==> config.mk <==
export PLATFORM = sky130hd
export DESIGN_NAME = irq_agg_router
export DESIGN_NICKNAME = d
export VERILOG_FILES = /design/src/rtl/irq_agg_pkg.sv /design/src/rtl/irq_l1_status.sv /design/src/rtl/irq_route_fanout.sv /design/src/rtl/irq_l2_latch.sv /design/src/rtl/irq_agg_router.sv
export SDC_FILE = /design/constraint.sdc
export NUM_CORES = 1
export LEC_CHECK = 0
export BUFFER_PORTS_ARGS = -buffer_cell sky130_fd_sc_hd__buf_4
export CELL_PAD_IN_SITES_DETAIL_PLACEMENT = 0
export CELL_PAD_IN_SITES_GLOBAL_PLACEMENT = 1
export CORE_AREA = 4 4 135 150
export DETAILED_ROUTE_END_ITERATION = 10
export DIE_AREA = 0 0 139 154
export PLACE_DENSITY = 0.75
export SLEW_MARGIN = 10
export SYNTH_ARGS = -nofsm -noshare
export SYNTH_HDL_FRONTEND = slang
export SYNTH_SLANG_ARGS = --single-unit
==> constraint.sdc <==
create_clock -name clk -period 2.1 [get_ports clk]
set_input_delay 0.21 -clock clk [delete_from_list [all_inputs] [get_ports clk]]
set_output_delay 0.21 -clock clk [all_outputs]
set_load 0.02 [all_outputs]
==> src/rtl/irq_agg_pkg.sv <==
package irq_agg_pkg;
  typedef enum logic [3:0] {
    RA_CTRL   = 4'd0,
    RA_MASK   = 4'd1,
    RA_STAT   = 4'd2,
    RA_ROUTEA = 4'd3,
    RA_ROUTEB = 4'd4,
    RA_POL    = 4'd5,
    RA_MASK2  = 4'd6,
    RA_STAT2  = 4'd7,
    RA_LEVEL  = 4'd8,
    RA_IN2    = 4'd9
  } reg_addr_e;

  localparam int unsigned CTRL_EN_BIT  = 0;
  localparam int unsigned CTRL_AC_BIT  = 1;
  localparam int unsigned CTRL_W       = 2;
endpackage

==> src/rtl/irq_l1_status.sv <==
module irq_l1_status #(
  parameter int unsigned NUM_SRC = 16,
  localparam int unsigned STAT_W = NUM_SRC + 1
) (
  input  logic               clk,
  input  logic               rst_n,
  input  logic [NUM_SRC-1:0] irq_in,
  input  logic               noresp,
  input  logic               routed,
  input  logic               auto_clr,
  input  logic               clr_we,
  input  logic [STAT_W-1:0]  clr_data,
  output logic [NUM_SRC-1:0] level_q,
  output logic [STAT_W-1:0]  stat_q,
  output logic [STAT_W-1:0]  stat_nxt
);
  logic [NUM_SRC-1:0] rise, fall;
  logic [STAT_W-1:0]  keep_held;

  assign rise      = irq_in & ~level_q;
  assign fall      = ~irq_in & level_q;
  assign keep_held = {1'b0, level_q};

  always_comb begin
    stat_nxt = stat_q;
    if (clr_we)
      stat_nxt = stat_nxt & ~(clr_data & ~keep_held);
    if (routed && auto_clr)
      stat_nxt = stat_nxt & ~{1'b0, fall};
    stat_nxt = stat_nxt | {noresp, rise};
  end

  always_ff @(posedge clk or negedge rst_n) begin
    if (!rst_n) begin
      level_q <= '0;
      stat_q  <= '0;
    end else begin
      level_q <= irq_in;
      stat_q  <= stat_nxt;
    end
  end
endmodule

==> src/rtl/irq_route_fanout.sv <==
module irq_route_fanout #(
  parameter int unsigned STAT_W    = 17,
  parameter int unsigned NUM_LINES = 4,
  localparam int unsigned ROUTE_W  = (NUM_LINES > 1) ? $clog2(NUM_LINES) : 1,
  localparam int unsigned ROUTE_BITS = STAT_W * ROUTE_W
) (
  input  logic [STAT_W-1:0]     active,
  input  logic [ROUTE_BITS-1:0] route_flat,
  output logic [NUM_LINES-1:0]  line_hit
);
  for (genvar j = 0; j < NUM_LINES; j++) begin : g_line
    logic [STAT_W-1:0] sel;
    for (genvar i = 0; i < STAT_W; i++) begin : g_src
      assign sel[i] = (route_flat[i*ROUTE_W +: ROUTE_W] == ROUTE_W'(j));
    end
    assign line_hit[j] = |(active & sel);
  end
endmodule

==> src/rtl/irq_l2_latch.sv <==
module irq_l2_latch #(
  parameter int unsigned L2_W    = 8,
  parameter int unsigned LPC_BIT = 0
) (
  input  logic            clk,
  input  logic            rst_n,
  input  logic            lpc_req,
  input  logic [L2_W-1:0] mask2_nxt,
  input  logic            clr_we,
  input  logic [L2_W-1:0] clr_data,
  output logic [L2_W-1:0] in2_q,
  output logic [L2_W-1:0] stat2_q,
  output logic            summary_q
);
  logic [L2_W-1:0] in2_nxt, stat2_nxt;

  always_comb begin
    in2_nxt          = '0;
    in2_nxt[LPC_BIT] = lpc_req;
    stat2_nxt        = stat2_q;
    if (clr_we)
      stat2_nxt = stat2_nxt & ~clr_data;
    stat2_nxt = stat2_nxt | (in2_nxt & mask2_nxt);
  end

  always_ff @(posedge clk or negedge rst_n) begin
    if (!rst_n) begin
      in2_q     <= '0;
      stat2_q   <= '0;
      summary_q <= 1'b0;
    end else begin
      in2_q     <= in2_nxt;
      stat2_q   <= stat2_nxt;
      summary_q <= |stat2_nxt;
    end
  end
endmodule

==> src/rtl/irq_agg_router.sv <==
module irq_agg_router
  import irq_agg_pkg::*;
#(
  parameter int unsigned NUM_SRC   = 16,
  parameter int unsigned NUM_LINES = 4,
  parameter int unsigned L2_W      = 8,
  parameter int unsigned LPC_BIT   = 0
) (
  input  logic                 clk,
  input  logic                 rst_n,
  input  logic                 routed_mode,
  input  logic [NUM_SRC-1:0]   irq_in,
  input  logic                 noresp_pulse,
  input  logic                 reg_we,
  input  logic [3:0]           reg_addr,
  input  logic [31:0]          reg_wdata,
  output logic [31:0]          reg_rdata,
  output logic [NUM_LINES-1:0] serirq_o,
  output logic                 summary_o
);
  localparam int unsigned STAT_W     = NUM_SRC + 1;
  localparam int unsigned ROUTE_W    = (NUM_LINES > 1) ? $clog2(NUM_LINES) : 1;
  localparam int unsigned ROUTE_BITS = STAT_W * ROUTE_W;

  logic [CTRL_W-1:0]  ctrl_q, ctrl_nxt;
  logic [STAT_W-1:0]  mask_q, mask_nxt;
  logic [31:0]        routea_q, routea_nxt, routeb_q, routeb_nxt, pol_q;
  logic [L2_W-1:0]    mask2_q, mask2_nxt;
  logic [STAT_W-1:0]  stat_q, stat_nxt, active_nxt;
  logic [NUM_SRC-1:0] level_q;
  logic [L2_W-1:0]    in2_q, stat2_q;
  logic [63:0]        route_all;
  logic [NUM_LINES-1:0] line_hit, serirq_q;
  logic               en_nxt, lpc_req, summary_q;

  function automatic logic hit(input logic we, input logic [3:0] a, input reg_addr_e r);
    return we && (a == r);
  endfunction

  // next-state view of the software registers
  assign ctrl_nxt   = hit(reg_we, reg_addr, RA_CTRL)   ? reg_wdata[CTRL_W-1:0] : ctrl_q;
  assign mask_nxt   = hit(reg_we, reg_addr, RA_MASK)   ? reg_wdata[STAT_W-1:0] : mask_q;
  assign routea_nxt = hit(reg_we, reg_addr, RA_ROUTEA) ? reg_wdata : routea_q;
  assign routeb_nxt = hit(reg_we, reg_addr, RA_ROUTEB) ? reg_wdata : routeb_q;
  assign mask2_nxt  = hit(reg_we, reg_addr, RA_MASK2)  ? reg_wdata[L2_W-1:0] : mask2_q;

  always_ff @(posedge clk or negedge rst_n) begin
    if (!rst_n) begin
      ctrl_q   <= '0;
      mask_q   <= '0;
      routea_q <= '0;
      routeb_q <= '0;
      pol_q    <= '0;
      mask2_q  <= '0;
    end else begin
      ctrl_q   <= ctrl_nxt;
      mask_q   <= mask_nxt;
      routea_q <= routea_nxt;
      routeb_q <= routeb_nxt;
      mask2_q  <= mask2_nxt;
      if (hit(reg_we, reg_addr, RA_POL))
        pol_q <= reg_wdata;
    end
  end

  irq_l1_status #(.NUM_SRC(NUM_SRC)) u_l1 (
    .clk      (clk),
    .rst_n    (rst_n),
    .irq_in   (irq_in),
    .noresp   (noresp_pulse),
    .routed   (routed_mode),
    .auto_clr (ctrl_q[CTRL_AC_BIT]),
    .clr_we   (hit(reg_we, reg_addr, RA_STAT)),
    .clr_data (reg_wdata[STAT_W-1:0]),
    .level_q  (level_q),
    .stat_q   (stat_q),
    .stat_nxt (stat_nxt)
  );

  assign active_nxt = stat_nxt & mask_nxt;
  assign en_nxt     = ctrl_nxt[CTRL_EN_BIT];
  assign route_all  = {routeb_nxt, routea_nxt};

  irq_route_fanout #(.STAT_W(STAT_W), .NUM_LINES(NUM_LINES)) u_fan (
    .active     (active_nxt),
    .route_flat (route_all[ROUTE_BITS-1:0]),
    .line_hit   (line_hit)
  );

  always_ff @(posedge clk or negedge rst_n) begin
    if (!rst_n) serirq_q <= '0;
    else        serirq_q <= (en_nxt && routed_mode) ? line_hit : '0;
  end

  assign lpc_req = en_nxt && !routed_mode && (|active_nxt);

  irq_l2_latch #(.L2_W(L2_W), .LPC_BIT(LPC_BIT)) u_l2 (
    .clk       (clk),
    .rst_n     (rst_n),
    .lpc_req   (lpc_req),
    .mask2_nxt (mask2_nxt),
    .clr_we    (hit(reg_we, reg_addr, RA_STAT2)),
    .clr_data  (reg_wdata[L2_W-1:0]),
    .in2_q     (in2_q),
    .stat2_q   (stat2_q),
    .summary_q (summary_q)
  );

  assign serirq_o  = serirq_q;
  assign summary_o = summary_q;

  always_comb begin
    case (reg_addr)
      RA_CTRL:   reg_rdata = 32'(ctrl_q);
      RA_MASK:   reg_rdata = 32'(mask_q);
      RA_STAT:   reg_rdata = 32'(stat_q);
      RA_ROUTEA: reg_rdata = routea_q;
      RA_ROUTEB: reg_rdata = routeb_q;
      RA_POL:    reg_rdata = pol_q;
      RA_MASK2:  reg_rdata = 32'(mask2_q);
      RA_STAT2:  reg_rdata = 32'(stat2_q);
      RA_LEVEL:  reg_rdata = 32'(level_q);
      RA_IN2:    reg_rdata = 32'(in2_q);
      default:   reg_rdata = '0;
    endcase
  end
endmodule

After elaboration in Yosys (flattened, before gate mapping)
Cells that the tools add are included.
{"block": "word_totals", "reg_bits": 170, "latch_bits": 0, "ram_bits": 0, "rom_bits": 0, "output_inout_bits": 37, "elab_cells": 141, "n_memories": 0}
{"block": "op_classes", "n_addsub": 0, "n_mul": 0, "div": 0, "magnitude_cmp": 0, "eq_ne": 60, "shifts": 0, "n_mux": 10, "bitwise_logic": 20, "n_reduce_logical": 37}
{"op": "$pmux 32 s10", "count": 1}
{"op": "$and 17x17->17", "count": 8}
{"op": "$reduce_or 17->1", "count": 5}
{"op": "$eq 2x2->1 const B", "count": 34}
{"op": "$mux 17", "count": 3}
{"op": "$eq 2x1->1 const B", "count": 17}
{"op": "$logic_not 2->1", "count": 17}
{"op": "$not 16->17", "count": 2}
{"op": "$and 16x16->16", "count": 2}
{"op": "$mux 32", "count": 1}
{"op": "$not 16->16", "count": 2}
{"op": "$not 17->17", "count": 1}
{"op": "$or 17x17->17", "count": 1}
{"op": "$eq 4x3->1 const B", "count": 4}
{"op": "$mux 8", "count": 2}
{"op": "$logic_and 1x1->1", "count": 12}
{"op": "$and 1x8->8", "count": 1}
{"op": "$and 8x8->8", "count": 1}
{"op": "$eq 4x2->1 const B", "count": 2}
{"op": "$eq 4x4->1 const B", "count": 2}
{"op": "$not 8->8", "count": 1}
{"op": "$or 8x8->8", "count": 1}
{"op": "$reduce_or 8->1", "count": 1}
{"op": "$eq 4x1->1 const B", "count": 1}
{"op": "other kinds (5)", "count": 5}

Depth between registers and ports, before layout
Gate-level depths: netlist of run 1.
{"block": "logic_depth", "ltp_word": 14, "ltp_mapped": 11, "depth_no_buf": 8}

Modules after synthesis
A second synthesis of run 1 with hierarchy kept.
{"block": "hier_totals", "cells_unflattened": 737, "hier_area_um2": 8528.2}
{"mod": "irq_agg_router", "n_inst": 1, "cells_each": 492, "area_per_inst_um2": 6075.8, "seq_area_each_um2": 3178.0}
{"mod": "irq_l1_status", "n_inst": 1, "cells_each": 104, "area_per_inst_um2": 1400.1, "seq_area_each_um2": 825.8}
{"mod": "irq_route_fanout", "n_inst": 1, "cells_each": 105, "area_per_inst_um2": 586.8, "seq_area_each_um2": 0.0}
{"mod": "irq_l2_latch", "n_inst": 1, "cells_each": 36, "area_per_inst_um2": 465.4, "seq_area_each_um2": 250.2}

Least setup slack after synthesis of run 1
OpenSTA, ideal clock, no wires.
{"block": "synth_path", "path_kind": "input port to flip-flop", "from": "input reg_addr[3]", "to": "register u_l2.summary_q", "setup_time_ps": 130, "arrival_time_ps": 2158, "t_required_ps": 1970, "setup_slack_ps": -188, "stages": 10, "path_cell_list": "buf_6 -> or3b_1 -> buf_6 -> buf_6 -> nor2_1 -> mux2_2 -> a2111oi_2 -> nand2_1 -> o2111ai_2 -> nand3_1"}
{"block": "synth_via", "elab_cells_between_ends": 25}
{"item": "start, declared", "line_no": "irq_agg_router.sv:15", "source": "input logic [3:0] reg_addr,"}
{"item": "$eq 4x1->1", "line_no": "irq_agg_router.sv:37", "source": "return we && (a == r);"}
{"item": "$logic_and 1x1->1", "line_no": "irq_agg_router.sv:37"}
{"item": "$mux 17", "line_no": "irq_agg_router.sv:42", "source": "assign mask_nxt = hit(reg_we, reg_addr, RA_MASK) ? reg_wdata[STAT_W-1:0] : mask_q;"}
{"item": "via mask_nxt[2]", "line_no": "irq_agg_router.sv:26", "source": "logic [STAT_W-1:0] mask_q, mask_nxt;"}
{"item": "$and 17x17->17", "line_no": "irq_agg_router.sv:80", "source": "assign active_nxt = stat_nxt & mask_nxt;"}
{"item": "$reduce_or 17->1", "line_no": "irq_agg_router.sv:95", "source": "assign lpc_req = en_nxt && !routed_mode && (|active_nxt);"}
{"item": "$logic_and 1x1->1", "line_no": "irq_agg_router.sv:95"}
{"item": "$and 1x8->8", "line_no": "irq_l2_latch.sv:23", "source": "stat2_nxt = stat2_nxt | (in2_nxt & mask2_nxt);"}
{"item": "$or 8x8->8", "line_no": "irq_l2_latch.sv:23"}
{"item": "$reduce_or 8->1", "line_no": "irq_l2_latch.sv:34", "source": "summary_q <= |stat2_nxt;"}
{"item": "end signal, assigned", "line_no": "irq_l2_latch.sv:34"}
{"item": "end, declared", "line_no": "irq_l2_latch.sv:13", "source": "output logic summary_q"}
The timed path passes the listed nets, and every way through them passes these cells.
A chain may end at the register's enable or synchronous reset.

Worst setup path in the final report of run 1
{"block": "layout_path", "from": "register ctrl_q[1]", "to": "register serirq_q[2] (netlist: serirq_o[2])"}
{"block": "layout_via", "elab_chain_len": 7}
{"item": "start, declared", "line_no": "irq_agg_router.sv:25", "source": "logic [CTRL_W-1:0] ctrl_q, ctrl_nxt;"}
{"item": "start signal, assigned", "line_no": "irq_agg_router.sv:56", "source": "ctrl_q <= ctrl_nxt;"}
{"item": "$logic_and 1x1->1", "line_no": "irq_l1_status.sv:28", "source": "if (routed && auto_clr)"}
{"item": "$mux 17", "line_no": "irq_l1_status.sv:28"}
{"item": "$or 17x17->17", "line_no": "irq_l1_status.sv:30", "source": "stat_nxt = stat_nxt | {noresp, rise};"}
{"item": "$and 17x17->17", "line_no": "irq_agg_router.sv:80"}
{"item": "$and 17x17->17", "line_no": "irq_route_fanout.sv:16", "source": "assign line_hit[j] = |(active & sel);"}
{"item": "$reduce_or 17->1", "line_no": "irq_route_fanout.sv:16"}
{"item": "$mux 4", "line_no": "irq_agg_router.sv:92", "source": "else serirq_q <= (en_nxt && routed_mode) ? line_hit : '0;"}
{"item": "end signal, assigned", "line_no": "irq_agg_router.sv:92"}
{"item": "end, declared", "line_no": "irq_agg_router.sv:33", "source": "logic [NUM_LINES-1:0] line_hit, serirq_q;"}
Every way passes these cells.

==> flow_metrics.tcl, run 1 <==
set metrics [dict create \
    drive_above_1_share 0.401 \
    final.setup.tns_ps 0 \
    pre_cts_slack_ps -525 \
    status "complete, no violations" \
    max_slew_margin 0.551 \
    drtIter0Drc 720 \
    clkTransAtPathRegs_ps 70 \
    start_kind "flip-flop" \
    ant_nets 0 \
    area_growth_pct 37.6 \
    timing.fmax_ghz 0.484 \
    synth_nets 818 \
    synth_area_leaders "dfrtp_1 51%, mux2_2 10%, a22oi_1 4.3%, nand3_1 3.5%, nand2_1 3.2%" \
    total_power_mw 10.2 \
    final_cell_mix "236 x buf_4, 169 x dfrtp_1, 70 x mux2_2" \
    first_pass_iters 6 \
    antenna_found_initial 0 \
    path_class "reg -> reg" \
    maxCapViolations 0 \
    finalCritPeriodShare 0.985 \
    drc 0 \
    arrival_ps 2420 \
    wl_per_cell_um 22.2 \
    num_antenna_cells 0 \
    synth_warnings 0 \
    overflow 0 \
    place_hpwl_um 20600 \
    syn_area_sq_um 8290 \
    io_buffer_count 93 \
    setup_violations 0 \
    p_leak_nw 5.30 \
    seqCellArea_sq_um 4260 \
    die_x_um 139 \
    hold_viol 0 \
    cp_max_fo 5 \
    via_count 7495 \
    period_needed_ps 2070 \
    crit_required_ps 2450 \
    skew_ps 9.09 \
    nFillCells 1607 \
    grt_start_max_net_pins 51 \
    synth.ff_latch_count 170 \
    clockBufferDepth 2 \
    grt_pass1_wl_um 44400 \
    layout_commonest_cell "buf_4" \
    multi_input_comb_area_sq_um 3960 \
    yosysTopAreaCell "dfrtp_1" \
    critPathCaptureType "flip-flop" \
    synthCells 761 \
    insertion_delay_ps 440 \
    nNetsFinal 1062 \
    synth.avg_cell_area_sq_um 10.9 \
    core-area_sq_um 18800 \
    synth_top_flop_cell "dfrtp_1" \
    h-tree-depth 4 \
    yosys.area.top_type_share 0.513 \
    hold_class "in -> reg" \
    ys_seq_area_frac 0.513 \
    ys_types 63 \
    synth_enable_flop_cells 0 \
    die-area_sq_um 21400 \
    synth-async-reset-ratio 1.00 \
    numCtsBuffers 17 \
    fin_ws_ps 31.9 \
    viasPerCell 5.92 \
    ir_drop_mv 0.626 \
    tightest_slew_ps 668 \
    powerDensity_nw_per_um2 899 \
    drv_slew 0 \
    ctsRootBufferMaster "clkbuf_16" \
    die_h_um 154 \
    grt_use_total 0.264 \
    initial_core_util 0.440 \
    io_pins 94 \
    cts_tree "yes" \
    first_global_vias 7721 \
    fp-row-count 53 \
    wirelength_um 28100 \
    numClockSinks 170 \
    gp_congestion 1.03 \
]
## state kept, by name (all words and copies together), names as in the netlist
register	flops
ctrl_q	2
mask2_q	8
mask_q	17
pol_q	32
routea_q	32
routeb_q	32
serirq_o	4
u_l1.level_q	16
u_l1.stat_q	17
u_l2.in2_q	1
u_l2.stat2_q	8
u_l2.summary_q	1
## report_power, final
group	total [mW]	internal [mW]	switching, mW
logic	2.92	1.45	1.48
registers	4.32	3.91	0.412
clock network	3.00	1.57	1.43
## synthesized netlist by cell type (all sizes together), types with 2 or more instances
master,count
a211oi,7
a21boi,14
a21oi,4
a221oi,11
a222oi,17
a22o,7
a22oi,48
a311o,6
a31oi,5
a32o,2
a32oi,2
and3,3
and4,4
buf,16
clkbuf,23
dfrtp,170
inv,52
mux2,75
mux2i,23
nand2,71
nand2b,12
nand3,58
nand4,2
nand4b,3
nor2,23
nor2b,3
nor3,8
nor3b,5
nor4,6
nor4b,2
o2111ai,2
o211ai,3
o21ai,36
o221ai,4
o22ai,11
o2bb2ai,6
o311ai,4
o32ai,3
## per-stage QoR
| stage | util | area, sq um | hold slack (ps) | std cells |
|---|---|---|---|---|
| after floorplan | - | 8340 | -85.6 | 761 |
| after global placement | 0.550 | 10400 | 204 | 1208 |
| after detailed placement | 0.550 | 10400 | 207 | 1208 |
| after CTS | 0.593 | 11200 | 12.7 | 1261 |
| after global routing | 0.605 | 11400 | 4.39 | 1265 |
| final | 0.605 | 11400 | 27.3 | 1265 |
## logic make-up (layout without fill, tap and decap cells)
| group | count (synthesis) | in the layout | share of synthesized area |
|---|---|---|---|
| buffers and inverters | 91 | 348 | 0.0470 |
| muxes | 98 | 98 | 0.130 |
| DFF | 170 | 170 | 0.513 |
| and+or+nand+nor | 205 | 205 | 0.124 |
| AOI/OAI and AO/OA | 197 | 197 | 0.186 |
## worst max-delay path, cell delays in order (launching register included)
cell,delay [ps]
dfrtp_2,470
buf_4,170
buf_4,140
a21boi_0,170
o2bb2ai_1,130
a22oi_2,210
buf_4,170
nand2_1,90
o221ai_1,180
nor2_1,90
a31oi_1,160
## routing by layer
metal	wire, um	track usage	share of wire	vias to the layer above
li1	-	-	-	3348
met1	12200	0.362	0.43	3779
met2	13500	0.428	0.48	312
met3	1690	0.0523	0.060	56
met4	701	0.0811	0.025	0
met5	0	0	0	-
## layout make-up
type                            count  share of cell area
Sequential cell                   170               0.373
Timing Repair Buffer              264               0.187
Inverter                           52              0.0171
Multi-Input combinational cell    500               0.347
Clock buffer                       18              0.0385
Clock inverter                     14             0.00988
Tap cell                          247              0.0271
## repair_timing
action | CTS | global route
pin swaps | 2 | 17
buffers inserted | 4 | 4
gates resized for setup | 11 | 39
setup endpoints to repair | 7 | 13
hold buffers | 17 | 0
hold endpoints to repair | 63 | 0
## final timing paths
check                                    startpoint                       end  slack [ps]  cells after the start
setup / recovery              ctrl_q[1]$_DFFE_PN0P_     serirq_o[2]$_DFF_PN0_          30                     10
hold / removal                        reg_wdata[25]  routeb_q[25]$_DFFE_PN0P_          30                      2
setup reg to reg              ctrl_q[1]$_DFFE_PN0P_     serirq_o[2]$_DFF_PN0_          30                     10
hold reg to reg            routeb_q[15]$_DFFE_PN0P_  routeb_q[15]$_DFFE_PN0P_         500                      2
max in group asynchronous                     rst_n    routea_q[25]$_DFF_PN0_        1110                      3
min in group asynchronous                     rst_n   routeb_q[2]$_DFFE_PN0P_         300                      2
Note: power is estimated with default switching activity, not from simulation.
==> inputs of run 2 (changes only) <==
--- a/config.mk
+++ b/config.mk
@@ -6,12 +6,12 @@
 export NUM_CORES = 1
 export LEC_CHECK = 0
 export BUFFER_PORTS_ARGS = -buffer_cell sky130_fd_sc_hd__buf_4
-export CELL_PAD_IN_SITES_DETAIL_PLACEMENT = 0
-export CELL_PAD_IN_SITES_GLOBAL_PLACEMENT = 1
-export CORE_AREA = 4 4 135 150
+export CELL_PAD_IN_SITES_DETAIL_PLACEMENT = 1
+export CELL_PAD_IN_SITES_GLOBAL_PLACEMENT = 2
+export CORE_AREA = 4 4 144 160
 export DETAILED_ROUTE_END_ITERATION = 10
-export DIE_AREA = 0 0 139 154
-export PLACE_DENSITY = 0.75
+export DIE_AREA = 0 0 148 164
+export PLACE_DENSITY = 0.79
 export SLEW_MARGIN = 10
 export SYNTH_ARGS = -nofsm -noshare
 export SYNTH_HDL_FRONTEND = slang
==> run 2 against run 1 <==
Net effect: the flow now finishes with violations (setup timing); total power is 2.5% higher; sequential power hardly changed; critical path depth is 3 lower; maximum frequency is 2.8% lower; clock-buffer cell count is 1 lower; first-iteration DRC count is 33% lower; via count is 0.89% higher; largest cell class unchanged; largest power group unchanged.
==> flow_metrics.tcl, run 2 (synthesis gave the netlist of run 1 again) <==
set metrics [dict create \
    cts_tree "yes" \
    gp_congestion 0.906 \
    num_antenna_cells 0 \
    crit_path_frequent_cell "nand2_2" \
    grt_use_total 0.266 \
    fp-row-count 56 \
    wirelength_um 32200 \
    final_cell_count_no_fill 1310 \
    arrival_ps 2480 \
    ir_drop_mv 0.630 \
    pre_cts_slack_ps -432 \
    overflow 0 \
    powerDensity_nw_per_um2 906 \
    fin_area_sq_um 11600 \
    max_slew_margin 0.525 \
    cp_max_fo 5 \
    drv_slew 0 \
    status "complete, but fails checks" \
    nFillCells 2328 \
    hold_viol 0 \
    insertion_delay_ps 440 \
    clockBufferDepth 2 \
    place_area_sq_um 10500 \
    timing.fmax_ghz 0.470 \
    ctsRootBufferMaster "clkbuf_16" \
    io_pins 94 \
    ant_nets 0 \
    h-tree-depth 4 \
    start_kind "flip-flop" \
    drc 0 \
    grt_start_max_net_pins 47 \
    maxCapViolations 0 \
    viasPerCell 5.77 \
    max_stage_delay_ps 480 \
    via_count 7562 \
    wl_per_cell_um 24.6 \
    period_needed_ps 2130 \
    numCtsBuffers 17 \
    crit_required_ps 2460 \
    path_class "reg -> reg" \
    io_buffer_count 93 \
    crit_buf_inv 0 \
    rsz0062_at_grt "yes" \
    crit_slowest_cell "a211oi_2" \
    drtIter0Drc 483 \
    finalCritPeriodShare 1.01 \
    reg.largest.list "pol_q x32, routea_q x32, routeb_q x32" \
    path_delay_family "compound AO/OA/AOI/OAI gates" \
    first_pass_iters 5 \
    tightest_slew_ps 707 \
    skew_ps 10.4 \
    place_hpwl_um 23100 \
    p_leak_nw 5.35 \
    numClockSinks 170 \
    final_cell_mix "228 x buf_4, 169 x dfrtp_1, 70 x mux2_2" \
    die_h_um 164 \
    fin_ws_ps -26.6 \
    clkTransAtPathRegs_ps 70 \
    grt_pass1_wl_um 49500 \
    placed_cells 1253 \
    drive_above_1_share 0.406 \
    core-area_sq_um 21300 \
    violations "setup timing" \
    timing.hold.ws_ps 23.1 \
    layout_commonest_cell "buf_4" \
    first_global_vias 8322 \
    initial_core_util 0.389 \
    critPathCaptureType "flip-flop" \
    hold_class "in -> reg" \
    path_cells "nand2_2 > o21ai_1 > a211oi_2 > nand2_2 > o32ai_2 > nor4_1 > a31oi_1" \
    die-area_sq_um 24300 \
    area_growth_pct 39.9 \
    antenna_found_initial 0 \
    setup_violations 1 \
    die_x_um 148 \
    nNetsFinal 1064 \
]
==> run 2: layer usage <==
layer / part of all wire / GRT usage / routed length (um) / vias up
li1: - / - / - / 3366
met1: 0.43 / 0.348 / 13900 / 3912
met2: 0.50 / 0.471 / 16200 / 234
met3: 0.043 / 0.0328 / 1390 / 50
met4: 0.023 / 0.0706 / 745 / 0
met5: 0 / 0 / 0 / -
==> run 2: what timing repair did <==
item | 4_1_cts | 5_1_grt
hold endpoints to repair | 59 | 0
setup buffers | 1 | 4
endpoints found under the setup margin | 29 | 32
hold buffers | 17 | 0
resized for setup | 12 | 38
cloned | 0 | 3
pin swaps | 3 | 14
==> run 2: power breakdown <==
part | internal, mW | leakage [nW] | switching [mW]
logic | 1.43 | 3.01 | 1.55
clock network | 1.68 | 0.279 | 1.50
registers | 3.91 | 2.07 | 0.427
==> run 2: final cells by class <==
class                      count  area (sq um)  area share
timing repair buffer         266          2260       0.195
clock buffer                  17           425      0.0367
clock inverter                15           155      0.0134
tap                          290           363      0.0313
inverter                      52           195      0.0168
multi-input combinational    500          3940       0.340
sequential                   170          4260       0.367
==> run 2: through the flow <==
step                power (mW)  utilization  TNS (ps)
floorplan                 5.60            -      -109
finish                    10.5        0.544     -26.6
CTS                       10.4        0.532     -58.1
global route              11.0        0.544      -453
detailed placement        7.11        0.493     -3070
global placement          6.99        0.493     -2300
==> run 2: path summary, 6_finish.rpt <==
check | startpoint | to | slack (ps) | cells after the start
worst max register to register | ctrl_q[1]$_DFFE_PN0P_ | serirq_o[1]$_DFF_PN0_ | -30 | 7
worst max-delay path | ctrl_q[1]$_DFFE_PN0P_ | serirq_o[1]$_DFF_PN0_ | -30 | 7
min in group asynchronous | rst_n | pol_q[31]$_DFFE_PN0P_ | 280 | 2
max in group asynchronous | rst_n | ctrl_q[1]$_DFFE_PN0P_ | 1170 | 3
worst min-delay path | reg_wdata[21] | pol_q[21]$_DFFE_PN0P_ | 20 | 2
worst min register to register | mask2_q[3]$_DFFE_PN0P_ | mask2_q[3]$_DFFE_PN0P_ | 500 | 2
==> inputs of run 3 (changes only) <==
--- a/config.mk
+++ b/config.mk
@@ -16,3 +16,4 @@
 export SYNTH_ARGS = -nofsm -noshare
 export SYNTH_HDL_FRONTEND = slang
 export SYNTH_SLANG_ARGS = --single-unit
+export TNS_END_PERCENT = 20
==> run 3 against run 2 <==
Net effect: the run still ends with setup timing left; total power up 4.6%; via count rose by 0.71%; sequential share of layout area shrank 0.73 points; wire length is 0.23% higher; sequential cell count unchanged; critical path depth is 2 higher; clock-buffer cell count rose by 2; die area stayed put; combinational power rose by 6.7%; clock power increased by 8.5%; global-route usage barely moved; critical path type is now in -> reg; largest cell class unchanged; highest routed layer unchanged.
==> flow_metrics.tcl, run 3 (synthesis gave the netlist of run 1 again) <==
set metrics [dict create \
    status "complete, but fails checks" \
    violations "setup timing" \
    insertion_delay_ps 440 \
    clockBufferDepth 2 \
    ir_drop_mv 0.620 \
    r2r_slack_ps 0 \
    crit_slowest_cell "or4_1" \
    viasPerCell 5.76 \
    grt_use_total 0.266 \
    cts_tree "yes" \
    first_global_vias 8279 \
    die_h_um 164 \
    die-area_sq_um 24300 \
    arrival_ps 2410 \
    pre_cts_slack_ps -481 \
    fp-row-count 56 \
    setup_violations 2 \
    nNetsFinal 1076 \
    grt_pass1_wl_um 49200 \
    hold_class "in -> reg" \
    antenna_found_initial 0 \
    ant_nets 0 \
    period_needed_ps 2120 \
    path_cells "buf_4 > buf_4 > nand2b_1 > nor2_2 > and2_1 > a21boi_0 > or4_1 > nor4_1 > nand3_1" \
    timing.hold.ws_ps 23.0 \
    num_antenna_cells 0 \
    cp_max_fo 6 \
    powerDensity_nw_per_um2 929 \
    hold_viol 0 \
    crit_required_ps 2390 \
    final.setup.tns_ps -28.1 \
    clkTransAtPathRegs_ps 70 \
    tightest_slew_ps 602 \
    timing.fmax_ghz 0.472 \
    critPathCaptureType "flip-flop" \
    wl_per_cell_um 24.4 \
    p_leak_nw 5.46 \
    place_hpwl_um 22900 \
    io_pins 94 \
    skew_ps 7.97 \
    max_stage_delay_ps 510 \
    grt_start_max_net_pins 66 \
    place_area_sq_um 10600 \
    area_growth_pct 42.7 \
    numCtsBuffers 17 \
    overflow 0 \
    drive_above_1_share 0.414 \
    crit_buf_inv 2 \
    final_cell_mix "237 x buf_4, 169 x dfrtp_1, 71 x mux2_2" \
    via_count 7616 \
    wirelength_um 32300 \
    first_pass_iters 6 \
    crit_path_frequent_cell "buf_4" \
    fin_area_sq_um 11800 \
    gp_congestion 0.916 \
    numClockSinks 170 \
    reg.largest.list "pol_q x32, routea_q x32, routeb_q x32" \
    drv_slew 0 \
    ctsRootBufferMaster "clkbuf_16" \
    start_kind "input pin" \
    initial_core_util 0.389 \
    drc 0 \
    max_slew_margin 0.595 \
    path_delay_family "simple AND/OR/NAND/NOR gates" \
    core-area_sq_um 21300 \
    h-tree-depth 4 \
    path_class "in -> reg" \
    rsz0062_at_grt "yes" \
    drtIter0Drc 465 \
    layout_commonest_cell "buf_4" \
    die_x_um 148 \
    finalCritPeriodShare 1.01 \
    io_buffer_count 93 \
    fin_ws_ps -19.5 \
    maxCapViolations 0 \
]
[run 3: cell count changes in the layout (fill, tap and decap cells not counted), moves of 3 or more]
cell	change
buf_12	+4
nand2_2	-3
o22ai_1	-4
buf_4	+9
nand3_1	-3
o22ai_2	+4
nand3_2	+3
[run 3: report_power, final]
| group | leakage, nW | internal, mW | switching, mW | total, mW |
|---|---|---|---|---|
| sequential | 2.07 | 3.91 | 0.448 | 4.36 |
| combinational | 3.09 | 1.56 | 1.62 | 3.18 |
| clock | 0.305 | 1.97 | 1.47 | 3.45 |
| total | 5.46 | 7.44 | 3.54 | 11.0 |
[run 3: timing repair]
| item | in CTS | in global routing |
|---|---|---|
| pin swaps | 1 | 24 |
| endpoints found under the setup margin | 22 | 23 |
| gates resized for setup | 12 | 43 |
| hold endpoints to repair | 42 | 0 |
| buffers inserted | 2 | 10 |
| hold buffers | 17 | 0 |
| gates cloned | 0 | 2 |
[run 3: metal layers]
metal	up-vias	wire length, um	global-route usage	part of all wire
met2	235	16300	0.458	0.50
met5	-	0	0	0
met1	3968	13900	0.349	0.43
met3	35	1630	0.0527	0.051
li1	3378	-	-	-
met4	0	500	0.0626	0.015
[run 3: final cells by class]
cell class	instances	area [sq um]
Fill cell	2325	9480
Sequential cell	170	4260
Multi-Input combinational cell	500	3980
Timing Repair Buffer	278	2400
Clock buffer	19	453
Tap cell	290	363
Inverter	52	195
Clock inverter	13	180
[run 3: path summary, 6_finish.rpt]
kind	startpoint	end	cells after the start
setup / recovery	reg_addr[3]	u_l2.summary_q$_DFF_PN0_	9
max in group asynchronous	rst_n	u_l1.level_q[8]$_DFF_PN0_	3
min in group asynchronous	rst_n	routeb_q[29]$_DFFE_PN0P_	2
setup reg to reg	ctrl_q[1]$_DFFE_PN0P_	u_l2.summary_q$_DFF_PN0_	9
hold / removal	reg_wdata[22]	routeb_q[22]$_DFFE_PN0P_	2
hold reg to reg	mask2_q[3]$_DFFE_PN0P_	mask2_q[3]$_DFFE_PN0P_	2
[run 3: worst reg2reg max path, stage by stage (launching register included)]
cell       delay (ps)
dfrtp_2           480
buf_8             180
a21boi_0          100
o2bb2ai_1         230
a22oi_2           170
nor4_2            250
buf_4             170
nand3_2            90
o2111ai_2         190
nand3_1           110
[run 3: metrics by stage]
step / std cells / total power [mW] / util
finish: 1322 / 11.0 / 0.555
global route: 1322 / 11.5 / 0.555
CTS: 1310 / 10.8 / 0.538
detailed placement: 1259 / 7.20 / 0.497
global placement: 1259 / 7.07 / 0.497
floorplan: 761 / 5.60 / -
